<file path="config.mk">
export PLATFORM = sky130hd
export DESIGN_NAME = dma_reg_front
export DESIGN_NICKNAME = d
export VERILOG_FILES = /design/src/rtl/dma_regs_pkg.sv /design/src/rtl/dma_addr_decode.sv /design/src/rtl/dma_chan_regs.sv /design/src/rtl/dma_reg_front.sv
export SDC_FILE = /design/constraint.sdc
export NUM_CORES = 2
export LEC_CHECK = 0
export BUFFER_PORTS_ARGS = -buffer_cell sky130_fd_sc_hd__buf_2
export CAP_MARGIN = 15
export CORE_MARGIN = 3
export CORE_UTILIZATION = 58
export CTS_CLUSTER_DIAMETER = 80
export DETAILED_ROUTE_END_ITERATION = 12
export PLACE_DENSITY = 0.76
export SLEW_MARGIN = 20
export SYNTH_ARGS = -nofsm -noshare
export SYNTH_HDL_FRONTEND = slang
export SYNTH_SLANG_ARGS = --single-unit
</file>
<file path="constraint.sdc">
create_clock -name clk -period 2 [get_ports clk]
set_clock_uncertainty 0.1 [all_clocks]
set_input_delay 0 -clock clk [delete_from_list [all_inputs] [get_ports clk]]
set_output_delay 0 -clock clk [all_outputs]
set_load 0.005 [all_outputs]
</file>
<file path="src/rtl/dma_regs_pkg.sv">
package dma_regs_pkg;

    localparam int ADDR_W = 12;
    localparam int DATA_W = 32;
    localparam int ERR_W  = 3;

    // status word bit positions
    localparam int ST_RUN    = 0;
    localparam int ST_END    = 1;
    localparam int ST_INT    = 2;
    localparam int ST_REQ    = 3;
    localparam int ST_PAUSED = 4;
    localparam int ST_HELD   = 5;
    localparam int ST_WAIT   = 6;
    localparam int ST_ERROR  = 8;
    localparam int ST_WWR    = 28;
    localparam int ST_NODBG  = 29;
    localparam int ST_ABORT  = 30;
    localparam int ST_RESET  = 31;

    // word index inside a channel window (offset / 4)
    localparam logic [3:0] IX_STATUS = 4'd0;
    localparam logic [3:0] IX_CBADDR = 4'd1;
    localparam logic [3:0] IX_INFO   = 4'd2;
    localparam logic [3:0] IX_SRC    = 4'd3;
    localparam logic [3:0] IX_DST    = 4'd4;
    localparam logic [3:0] IX_LEN    = 4'd5;
    localparam logic [3:0] IX_STRIDE = 4'd6;
    localparam logic [3:0] IX_NEXT   = 4'd7;
    localparam logic [3:0] IX_ERRW   = 4'd8;

    // load-port field codes
    localparam logic [2:0] LF_INFO   = 3'd0;
    localparam logic [2:0] LF_SRC    = 3'd1;
    localparam logic [2:0] LF_DST    = 3'd2;
    localparam logic [2:0] LF_LEN    = 3'd3;
    localparam logic [2:0] LF_STRIDE = 3'd4;
    localparam logic [2:0] LF_NEXT   = 3'd5;

    localparam logic [ADDR_W-1:0] A_IRQ_SUM = 12'hFE0;
    localparam logic [ADDR_W-1:0] A_CH_EN   = 12'hFF0;

    typedef struct packed {
        logic       hit;
        logic       is_chan;
        logic       is_sum;
        logic       is_en;
        logic [3:0] chan;
        logic [3:0] idx;
    } dec_t;

    typedef struct packed {
        logic [DATA_W-1:0] status;
        logic [DATA_W-1:0] cbaddr;
        logic [DATA_W-1:0] info;
        logic [DATA_W-1:0] src;
        logic [DATA_W-1:0] dst;
        logic [DATA_W-1:0] len;
        logic [DATA_W-1:0] stride;
        logic [DATA_W-1:0] nxt;
        logic [DATA_W-1:0] errw;
    } chan_view_t;

endpackage

</file>
<file path="src/rtl/dma_addr_decode.sv">
module dma_addr_decode
    import dma_regs_pkg::*;
#(
    parameter int NUM_CH = 4
) (
    input  logic [ADDR_W-1:0] addr,
    output dec_t              dec
);

    always_comb begin
        dec      = '0;
        dec.chan = addr[11:8];
        dec.idx  = addr[5:2];
        if (addr == A_IRQ_SUM) begin
            dec.is_sum = 1'b1;
        end else if (addr == A_CH_EN) begin
            dec.is_en = 1'b1;
        end else if (addr[1:0] == 2'b00 && int'(addr[11:8]) < NUM_CH
                     && addr[7:2] <= 6'd8) begin
            dec.is_chan = 1'b1;
        end
        dec.hit = dec.is_sum | dec.is_en | dec.is_chan;
    end

endmodule

</file>
<file path="src/rtl/dma_chan_regs.sv">
module dma_chan_regs
    import dma_regs_pkg::*;
(
    input  logic              clk,
    input  logic              rst_n,
    input  logic              wr_en,
    input  logic [3:0]        wr_idx,
    input  logic [DATA_W-1:0] wdata,
    input  logic              chan_en,
    input  logic              sum_clr,
    input  logic              ld_en,
    input  logic [2:0]        ld_field,
    input  logic [DATA_W-1:0] ld_data,
    input  logic              done,
    input  logic [ERR_W-1:0]  err_code,
    input  logic [2:0]        flags,
    output chan_view_t        view,
    output logic              start,
    output logic              run,
    output logic              abort,
    output logic              rst_pulse,
    output logic              int_flag,
    output logic [DATA_W-1:0] cbaddr
);

    typedef struct packed {
        logic              run;
        logic              end_f;
        logic              int_f;
        logic              paused;
        logic              wwr;
        logic              nodbg;
        logic [ERR_W-1:0]  errs;
        logic [DATA_W-1:0] cbaddr;
        logic [DATA_W-1:0] info;
        logic [DATA_W-1:0] src;
        logic [DATA_W-1:0] dst;
        logic [DATA_W-1:0] len;
        logic [DATA_W-1:0] stride;
        logic [DATA_W-1:0] nxt;
        logic              start;
        logic              abort;
        logic              rst;
    } cstate_t;

    cstate_t st_d, st_q;
    logic    st_wr;

    assign st_wr = wr_en && (wr_idx == IX_STATUS);

    always_comb begin
        st_d       = st_q;
        st_d.start = 1'b0;
        st_d.abort = 1'b0;
        st_d.rst   = 1'b0;

        if (st_wr) begin
            if (wdata[ST_RUN]) begin
                if (!st_q.run && chan_en) begin
                    st_d.run    = 1'b1;
                    st_d.start  = 1'b1;
                    st_d.paused = 1'b0;
                end
            end else begin
                if (st_q.run) st_d.paused = 1'b1;
                st_d.run = 1'b0;
            end
            if (wdata[ST_END]) st_d.end_f = 1'b0;
            if (wdata[ST_INT]) st_d.int_f = 1'b0;
            st_d.wwr   = wdata[ST_WWR];
            st_d.nodbg = wdata[ST_NODBG];
            st_d.abort = wdata[ST_ABORT];
        end
        if (sum_clr) st_d.int_f = 1'b0;

        if (wr_en && wr_idx == IX_CBADDR) st_d.cbaddr = wdata;
        if (wr_en && wr_idx == IX_ERRW) st_d.errs = st_q.errs & ~wdata[ERR_W-1:0];
        st_d.errs = st_d.errs | err_code;

        if (ld_en) begin
            case (ld_field)
                LF_INFO:   st_d.info   = ld_data;
                LF_SRC:    st_d.src    = ld_data;
                LF_DST:    st_d.dst    = ld_data;
                LF_LEN:    st_d.len    = ld_data;
                LF_STRIDE: st_d.stride = ld_data;
                LF_NEXT:   st_d.nxt    = ld_data;
                default: ;
            endcase
        end

        // engine completion: set flags win over a software clear
        if (done && st_q.run) begin
            st_d.end_f = 1'b1;
            if (st_q.info[0]) st_d.int_f = 1'b1;
            if (st_q.nxt != '0) begin
                st_d.cbaddr = st_q.nxt;
                st_d.start  = st_d.run;
            end else begin
                st_d.run    = 1'b0;
                st_d.paused = 1'b0;
            end
        end

        // channel reset overrides everything else
        if (st_wr && wdata[ST_RESET]) begin
            st_d.run    = 1'b0;
            st_d.end_f  = 1'b0;
            st_d.int_f  = 1'b0;
            st_d.paused = 1'b0;
            st_d.wwr    = 1'b0;
            st_d.nodbg  = 1'b0;
            st_d.errs   = '0;
            st_d.start  = 1'b0;
            st_d.abort  = 1'b0;
            st_d.rst    = 1'b1;
        end
    end

    always_ff @(posedge clk or negedge rst_n) begin
        if (!rst_n) st_q <= '0;
        else        st_q <= st_d;
    end

    always_comb begin
        view                   = '0;
        view.status[ST_RUN]    = st_q.run;
        view.status[ST_END]    = st_q.end_f;
        view.status[ST_INT]    = st_q.int_f;
        view.status[ST_REQ]    = flags[0];
        view.status[ST_PAUSED] = st_q.paused;
        view.status[ST_HELD]   = flags[1];
        view.status[ST_WAIT]   = flags[2];
        view.status[ST_ERROR]  = |st_q.errs;
        view.status[ST_WWR]    = st_q.wwr;
        view.status[ST_NODBG]  = st_q.nodbg;
        view.cbaddr            = st_q.cbaddr;
        view.info              = st_q.info;
        view.src               = st_q.src;
        view.dst               = st_q.dst;
        view.len               = st_q.len;
        view.stride            = st_q.stride;
        view.nxt               = st_q.nxt;
        view.errw[ERR_W-1:0]   = st_q.errs;
    end

    assign start     = st_q.start;
    assign run       = st_q.run;
    assign abort     = st_q.abort;
    assign rst_pulse = st_q.rst;
    assign int_flag  = st_q.int_f;
    assign cbaddr    = st_q.cbaddr;


    start_needs_run_chk: assert property (@(posedge clk) disable iff (!rst_n)
        st_q.start |-> st_q.run);


    paused_idle_chk: assert property (@(posedge clk) disable iff (!rst_n)
        st_q.paused |-> !st_q.run);


    int_source_chk: assert property (@(posedge clk) disable iff (!rst_n)
        $rose(st_q.int_f) |-> $past(done && st_q.info[0]));


    reset_clears_chk: assert property (@(posedge clk) disable iff (!rst_n)
        $past(st_wr && wdata[ST_RESET]) |-> (!st_q.run && !st_q.int_f && st_q.errs == '0));

endmodule

</file>
<file path="src/rtl/dma_reg_front.sv">
module dma_reg_front
    import dma_regs_pkg::*;
#(
    parameter int  NUM_CH = 4,
    localparam int CH_W   = (NUM_CH > 1) ? $clog2(NUM_CH) : 1
) (
    input  logic                     clk,
    input  logic                     rst_n,
    input  logic                     bus_sel,
    input  logic                     bus_wr,
    input  logic [ADDR_W-1:0]        bus_addr,
    input  logic [DATA_W-1:0]        bus_wdata,
    output logic [DATA_W-1:0]        bus_rdata,
    output logic [NUM_CH-1:0]        eng_start,
    output logic [NUM_CH-1:0]        eng_run,
    output logic [NUM_CH-1:0]        eng_abort,
    output logic [NUM_CH-1:0]        eng_reset,
    output logic [NUM_CH*DATA_W-1:0] eng_cbaddr,
    input  logic [NUM_CH-1:0]        eng_done,
    input  logic [NUM_CH*ERR_W-1:0]  eng_err,
    input  logic [NUM_CH*3-1:0]      eng_flags,
    input  logic                     ld_valid,
    input  logic [CH_W-1:0]          ld_chan,
    input  logic [2:0]               ld_field,
    input  logic [DATA_W-1:0]        ld_data,
    output logic [NUM_CH-1:0]        irq
);

    typedef struct packed {
        logic [NUM_CH-1:0] en;
        logic [DATA_W-1:0] rdata;
    } tstate_t;

    tstate_t           ts_d, ts_q;
    dec_t              dec;
    chan_view_t        views [NUM_CH];
    logic [NUM_CH-1:0] int_vec;
    logic [NUM_CH-1:0] sum_clr;
    logic              wr_acc, rd_acc;

    assign wr_acc  = bus_sel && bus_wr;
    assign rd_acc  = bus_sel && !bus_wr;
    assign sum_clr = (wr_acc && dec.is_sum) ? bus_wdata[NUM_CH-1:0] : '0;

    dma_addr_decode #(.NUM_CH(NUM_CH)) i_dec (
        .addr (bus_addr),
        .dec  (dec)
    );

    for (genvar g = 0; g < NUM_CH; g++) begin : g_ch
        logic ch_wr, ch_ld;
        assign ch_wr = wr_acc && dec.is_chan && (dec.chan == 4'(g));
        assign ch_ld = ld_valid && (ld_chan == CH_W'(g));

        dma_chan_regs i_chan (
            .clk       (clk),
            .rst_n     (rst_n),
            .wr_en     (ch_wr),
            .wr_idx    (dec.idx),
            .wdata     (bus_wdata),
            .chan_en   (ts_q.en[g]),
            .sum_clr   (sum_clr[g]),
            .ld_en     (ch_ld),
            .ld_field  (ld_field),
            .ld_data   (ld_data),
            .done      (eng_done[g]),
            .err_code  (eng_err[g*ERR_W +: ERR_W]),
            .flags     (eng_flags[g*3 +: 3]),
            .view      (views[g]),
            .start     (eng_start[g]),
            .run       (eng_run[g]),
            .abort     (eng_abort[g]),
            .rst_pulse (eng_reset[g]),
            .int_flag  (int_vec[g]),
            .cbaddr    (eng_cbaddr[g*DATA_W +: DATA_W])
        );
    end

    always_comb begin
        chan_view_t        sel_view;
        logic [DATA_W-1:0] rd_val;

        sel_view = '0;
        for (int c = 0; c < NUM_CH; c++) begin
            if (dec.chan == 4'(c)) sel_view = views[c];
        end

        rd_val = '0;
        if (dec.is_sum) begin
            rd_val[NUM_CH-1:0] = int_vec;
        end else if (dec.is_en) begin
            rd_val[NUM_CH-1:0] = ts_q.en;
        end else if (dec.is_chan) begin
            case (dec.idx)
                IX_STATUS: rd_val = sel_view.status;
                IX_CBADDR: rd_val = sel_view.cbaddr;
                IX_INFO:   rd_val = sel_view.info;
                IX_SRC:    rd_val = sel_view.src;
                IX_DST:    rd_val = sel_view.dst;
                IX_LEN:    rd_val = sel_view.len;
                IX_STRIDE: rd_val = sel_view.stride;
                IX_NEXT:   rd_val = sel_view.nxt;
                IX_ERRW:   rd_val = sel_view.errw;
                default:   rd_val = '0;
            endcase
        end

        ts_d = ts_q;
        if (wr_acc && dec.is_en) ts_d.en = bus_wdata[NUM_CH-1:0];
        if (rd_acc) ts_d.rdata = rd_val;
    end

    always_ff @(posedge clk or negedge rst_n) begin
        if (!rst_n) begin
            ts_q.en    <= '1;
            ts_q.rdata <= '0;
        end else begin
            ts_q <= ts_d;
        end
    end

    assign bus_rdata = ts_q.rdata;
    assign irq       = int_vec;


    unmapped_read_zero_chk: assert property (@(posedge clk) disable iff (!rst_n)
        $past(rd_acc && !dec.hit) |-> bus_rdata == '0);


    disabled_no_start_chk: assert property (@(posedge clk) disable iff (!rst_n)
        $past(wr_acc && dec.is_chan && !eng_run[0] && dec.chan == 4'd0
              && !ts_q.en[0]) |-> !eng_start[0]);

endmodule

</file>
# [After elaboration in Yosys (flattened, before gate mapping)]
# Cells that the tools add are included.
[classes] n_addsub=0 multipliers=0 div=0 n_lt_le_gt_ge=2 n_eq_ne=21 n_shift=0 mux=110 n_bitwise=9 reduce_logical=97
[ops] op="2-to-1 mux 288 bit" n=2
[ops] op="2-to-1 mux 286 bit" n=2
[ops] op="2-to-1 mux 32 bit" n=13
[ops] op="case mux 32 bit (9 select lines)" n=1
[ops] op="nonzero test 32 bit" n=4
[ops] op="2-to-1 mux 1 bit" n=63
[ops] op="2-to-1 mux 28 bit" n=2
[ops] op="AND reduction 2 bit" n=28
[ops] op="logical AND 1 bit" n=39
[ops] op="2-to-1 mux 9 bit" n=4
[ops] op="2-to-1 mux 4 bit" n=7
[ops] op="equality test 12 bit, second input constant" n=2
[ops] op="2-to-1 mux 3 bit" n=8
[ops] op="2-to-1 mux 6 bit" n=4
[ops] op="nonzero test 3 bit" n=8
[ops] op="equality test 4 x 2 -> 1 bit, second input constant" n=4
[ops] op="equality test 4 x 3 -> 1 bit, second input constant" n=4
[ops] op="bitwise AND 3 bit" n=4
[ops] op="OR 3 bit" n=4
[ops] op="OR reduction 3 bit" n=4
[ops] op="equality test 4 x 1 -> 1 bit, second input constant" n=2
[ops] op="zero test 4 bit" n=2
[ops] op="2-to-1 mux 2 bit" n=4
[ops] op="nonzero test 2 bit" n=4
[ops] op="12 further kinds" n=20
[totals] ff_bits=980 latch_bits=0 ramBits=0 romBits=0 input_bits=114 out_inout_bits=180 wordCells=309 mem_count=0

# [Longest topological paths before layout]
[logic_depth] ltp_word=14 depth_mapped=11 ltp_nobuf=6

# [Hierarchy]
# A second synthesis with hierarchy kept.
[hier_totals] cells_unflattened=4122 area_unflattened_um2=53218.5
[modules_own_cells] module="dma_chan_regs" n_inst=4 cells_each=669 area_each_um2=10234.8 seq_area_each_um2=5905.7
[modules_own_cells] module="dma_reg_front" n_inst=1 cells_each=1424 area_each_um2=12140.4 seq_area_each_um2=905.9
[modules_own_cells] module="dma_addr_decode" n_inst=1 cells_each=22 area_each_um2=138.9 seq_area_each_um2=0.0

# [Least setup slack after synthesis]
# Ideal clock, no wire load.
[synth_path] kind="input -> register" start="input bus_addr[8]" end="register ts_q, in the netlist bus_rdata[0]" setup_time_ns=0.124 arrival_time_ns=1.819 t_required_ns=1.776 slack_ns=-0.043 cell_stages=9 path_buffers=3 path_cell_list="buf_6 clkbuf_1 buf_1 mux2_2 o22ai_1 nor2_1 a22oi_1 nand3_1 a211o_1"
[synth_between] elab_chain_cells=9 elab_cells_between_ends=23 cone_classes="order compare: 1; eq/ne: 5; mux: 14; reduce/logical: 3"
[synth_rtl] element="start: declaration" line="dma_reg_front.sv:11" text="input logic [ADDR_W-1:0] bus_addr,"
[synth_rtl] element="zero test 4 bit or < comparator 4 x 3 -> 1 bit (tied branches)" line="dma_reg_front.sv:85, dma_addr_decode.sv:18"
[synth_rtl] element="2-to-1 mux 286 bit or logical AND 1 bit (tied branches)" line="dma_reg_front.sv:85, dma_addr_decode.sv:18"
[synth_rtl] element="2-to-1 mux 286 bit or logical AND 1 bit (tied branches)" line="dma_reg_front.sv:85, dma_addr_decode.sv:19"
[synth_rtl] element="2-to-1 mux 288 bit or 2-to-1 mux 1 bit (tied branches)" line="dma_reg_front.sv:85, dma_addr_decode.sv:18"
[synth_rtl] element="2-to-1 mux 288 bit or 2-to-1 mux 1 bit (tied branches)" line="dma_reg_front.sv:85, dma_addr_decode.sv:16"
[synth_rtl] element="case mux 32 bit (9 select lines) or 2-to-1 mux 1 bit (tied branches)" line="dma_reg_front.sv:94, dma_addr_decode.sv:14"
[synth_rtl] element="2-to-1 mux 32 bit" line="dma_reg_front.sv:93" text="end else if (dec.is_chan) begin"
[synth_rtl] element="2-to-1 mux 4 bit" line="dma_reg_front.sv:91" text="end else if (dec.is_en) begin"
[synth_rtl] element="2-to-1 mux 4 bit (*)" line="dma_reg_front.sv:89" text="if (dec.is_sum) begin"
[synth_rtl] element="end signal: assignment" line="dma_reg_front.sv:118" text="ts_q <= ts_d;"
[synth_rtl] element="end: declaration" line="dma_reg_front.sv:34" text="tstate_t ts_d, ts_q;"
# Every way passes the cells marked *; elsewhere a longest branch is shown, timed or not.
# A chain may end at the register's enable or synchronous reset.

==> reports/qor.txt <==
max-slew violations: 0
VDD IR max: 0.000825 V
die height: 290 um
Internal: 39.0 mW
critical path fanouts, max: 8
die width: 290 um
# setup viols final: 139
number of flops mapped to enable cells by yosys: 0
crit path cell chain: nor4_2 > buf_4 > nand4_1 > nor2_4 > buf_6 > nor2_4 > buf_8 > buf_16 > nand2_4 > o21ai_2
reg2reg path depth: 10
num rows: 103
crit path kind: reg2reg
Num Clock Sinks: 980
worst reg2reg path endpoint: g_ch[0].i_chan.cbaddr[28]$_DFF_PN0_
CP Capture Type: flip-flop
slew margin rel.: 0.370
Avg Synthesized Cell Area: 11.7 um2
most used cell, CP: nor2_4
unrepaired setup endpoints after global routing: yes
combinational share of power: 0.158
leakage: 26.8 nW
Yosys top cell by area: dfrtp_1
R2R setup slack: -280 ps
fmax: 0.439 GHz
Hold Path Class: in2async
CTS max path bufs: 3
Period minus WS final: 2280 ps
gr ovfl total: 0
Syn Nets: 4110
WP data arrival: 2710 ps
hpwl dp: 102000 um
Critical Path Stages: 10
pin count of the biggest net entering global routing: 84
Sw Ratio: 0.262
share of the synthesized area in the top cell type: 0.521
Setup Slack @ Placement: -333 ps
Slew @ Worst Pin: 936 ps
Ports: 294
Sw Pwr: 13.9 mW
setup ws final: -276 ps
max-cap violation count: 0
final hold slack: 37.5 ps
via count: 38547
required time worst endpoint: 2440 ps
number of distinct library cells after synthesis: 75
TritonCTS clock tree: yes
top cells by area, synth: dfrtp_1 (52%), mux2_2 (21%), o22ai_1 (2.9%)
Starting Density: 0.589
end of the critical path: g_ch[0].i_chan.cbaddr[28]$_DFF_PN0_
Hold Fails Final Rpt: 0
DRC: 0
Post-synth ARST share: 1.00
worst-skew pair later-pin latency: 660 ps
Total Nets Final: 4626
failing checks: setup timing
Crit path largest cell delay: 390 ps
Tot Pwr: 52.9 mW
crit start category: flip-flop
Die ar.: 84200 um2
global-route wire length before repair: 249000 um
part of the power in registers: 0.468
fin crit share: 1.14
cells after synthesis: 3996
top flip-flop cell by instance count after synthesis: dfrtp_1
filler instances: 5023
Area Growth Syn to Fin: 24.4%
GRT Overall Usage: 0.390
initial antenna violation count: 3
Worst path slowest cell: dfrtp_1
r2r startpoint: g_ch[0].i_chan.view[51]$_DFFE_PN0P_
Post-Syn Area: 46800 um2
CTS clk-pin slew, worst paths: 60 ps
worst path bufs/invs: 4
status: finished, violations left
Fin Setup TNS: -23710 ps
Via-to-Cell Ratio: 6.83
final core occ: 0.733
Pre-antenna DRT Iters: 8
I/O Buffers: 293
Synth Warn #: 0
Detailed Route Iter0 Violations: 4525
Root Driver: clkbuf_16
Pwr Density: 907 nW/um2
post-route ant nets: 0
flops & latches, synth: 980
layout cells sized above 1: 0.446
total CTS buffers: 102
vias in the first global route: 38900
beginning of the critical path: g_ch[0].i_chan.view[51]$_DFFE_PN0P_
family with the most delay on the worst path: simple AND/OR/NAND/NOR gates
GPL Wtd Cong: 0.930
core area: 79500 um2
post-synthesis sequential area ratio: 0.524
H-tree levels: 3
Clock Power Share: 0.374
DR WL/cell: 30.6 um
Post-Route WL: 172000 um
-- registers in the layout, indices dropped and copies added (netlist names) --
| register | flops |
|---|---|
| g_ch.i_chan.start | 4 |
| g_ch.i_chan.cbaddr | 128 |
| g_ch.i_chan.abort | 4 |
| g_ch.i_chan.run | 4 |
| g_ch.i_chan.int_flag | 4 |
| g_ch.i_chan.rst_pulse | 4 |
| g_ch.i_chan.view | 796 |
| ts_q | 4 |
| bus_rdata | 32 |
-- worst reg2reg max path: cells and delay by family, from the launching register on --
kind                   cells  cell delay [ps]
AND/OR/NAND/NOR            5              940
AO/OA/AOI/OAI              1               60
flip-flops                 1              390
buffers and inverters      4              680
-- synth_stat cells (4+ instances only) --
library cell,number
buf_2,27
nand2b_1,7
o221ai_1,14
a211oi_1,135
clkbuf_1,209
nand3_1,28
buf_1,70
nand4_1,14
nor2b_1,5
a221o_1,19
a211o_1,8
o22ai_1,219
and3_1,4
nand2_1,186
o21ai_1,27
buf_6,7
mux2_2,871
dfstp_2,4
nor2_1,217
a22o_1,4
inv_1,5
or3_1,4
a21oi_1,69
or2_2,8
nor3_1,144
nor3b_1,5
o21ai_0,142
a22oi_1,11
o22a_1,5
or4_1,20
a31oi_1,5
dfrtp_1,976
mux2i_1,132
nor4_1,45
o211ai_1,6
a32oi_1,6
buf_4,162
and2_1,115
-- per-layer routing --
layer / vias to the layer above / track usage / wire length (um)
li1: 15522 / - / -
met1: 19290 / 0.521 / 62600
met2: 2986 / 0.581 / 75300
met4: 2 / 0.207 / 11200
met5: - / 0 / 13
met3: 747 / 0.109 / 23300
-- power groups by stage --
stage	registers [mW]	logic, mW	clock network [mW]
floorplan	24.4	4.41	0
global placement	24.6	7.44	0
detailed placement	24.8	7.70	0
CTS	24.6	8.06	19.7
global route	25.0	8.87	20.5
finish	24.7	8.37	19.7
-- worst min path at each step --
stage | from | to | slack [ps]
floorplan | rst_n | bus_rdata[0]$_DFFE_PN0P_ | -400
detailed placement | rst_n | g_ch[1].i_chan.cbaddr[30]$_DFF_PN0_ | -130
CTS | bus_addr[0] | ts_q[34]$_DFFE_PN1P_ | 20
global placement | rst_n | g_ch[1].i_chan.cbaddr[30]$_DFF_PN0_ | -130
finish | rst_n | g_ch[0].i_chan.view[57]$_DFFE_PN0P_ | 40
global route | rst_n | g_ch[1].i_chan.view[57]$_DFFE_PN0P_ | 70
-- kinds of logic (layout without fill, tap and decap cells) --
family,after synthesis,after routing,share of synthesized area
AOI/OAI and AO/OA,707,707,0.0981
muxes,1006,1006,0.239
DFF,980,980,0.524
and+or+nand+nor,822,822,0.0857
other,0,1,0
buffers and inverters,481,1075,0.0534
-- timing repair --
action	CTS	global route
setup endpoints to repair	147	158
resized for setup	139	192
pin swaps	39	37
setup buffers	9	11
cloned	8	10
endpoints found under the hold margin	1939	0
hold buffers	118	0
-- placed cells by master, fill, tap and decap left out, types with 19 or more instances in the layout --
master	synthesis	final
nand2_2	0	51
nor3_1	144	141
clkbuf_16	0	111
a21oi_1	69	37
buf_4	162	337
buf_2	27	291
a211oi_1	135	127
o21ai_0	142	77
nor2_1	217	169
nand3_1	28	26
a21oi_2	0	32
dlygate4sd3_1	0	116
or4_1	20	20
clkbuf_8	0	21
o21ai_2	0	19
o21ai_1	27	73
nor2_4	1	49
o22ai_1	219	216
buf_12	0	111
nand2_1	186	123
clkbuf_1	209	19
dfrtp_1	976	975
a221o_1	19	19
nor4_1	45	25
mux2_2	871	871
mux2i_1	132	132
and2_1	115	115
-- stage by stage --
step,std cells,cell area (um2)
finish,5641,58300
global route,5641,58300
CTS,5625,57400
detailed placement,5309,52100
global placement,5309,52100
floorplan,3996,46900
-- layout make-up --
cell class                      count  area (um2)  area share
Tap cell                         1050        1310      0.0225
Clock buffer                      142        2910      0.0500
Timing Repair Buffer              887        7970       0.137
Clock inverter                     40         532     0.00912
Inverter                            6        27.5    0.000472
Sequential cell                   980       24500       0.421
Multi-Input combinational cell   2535       21000       0.360
Antenna cell                        1        2.50   0.0000429
Note: power is estimated with default switching activity, not from simulation.
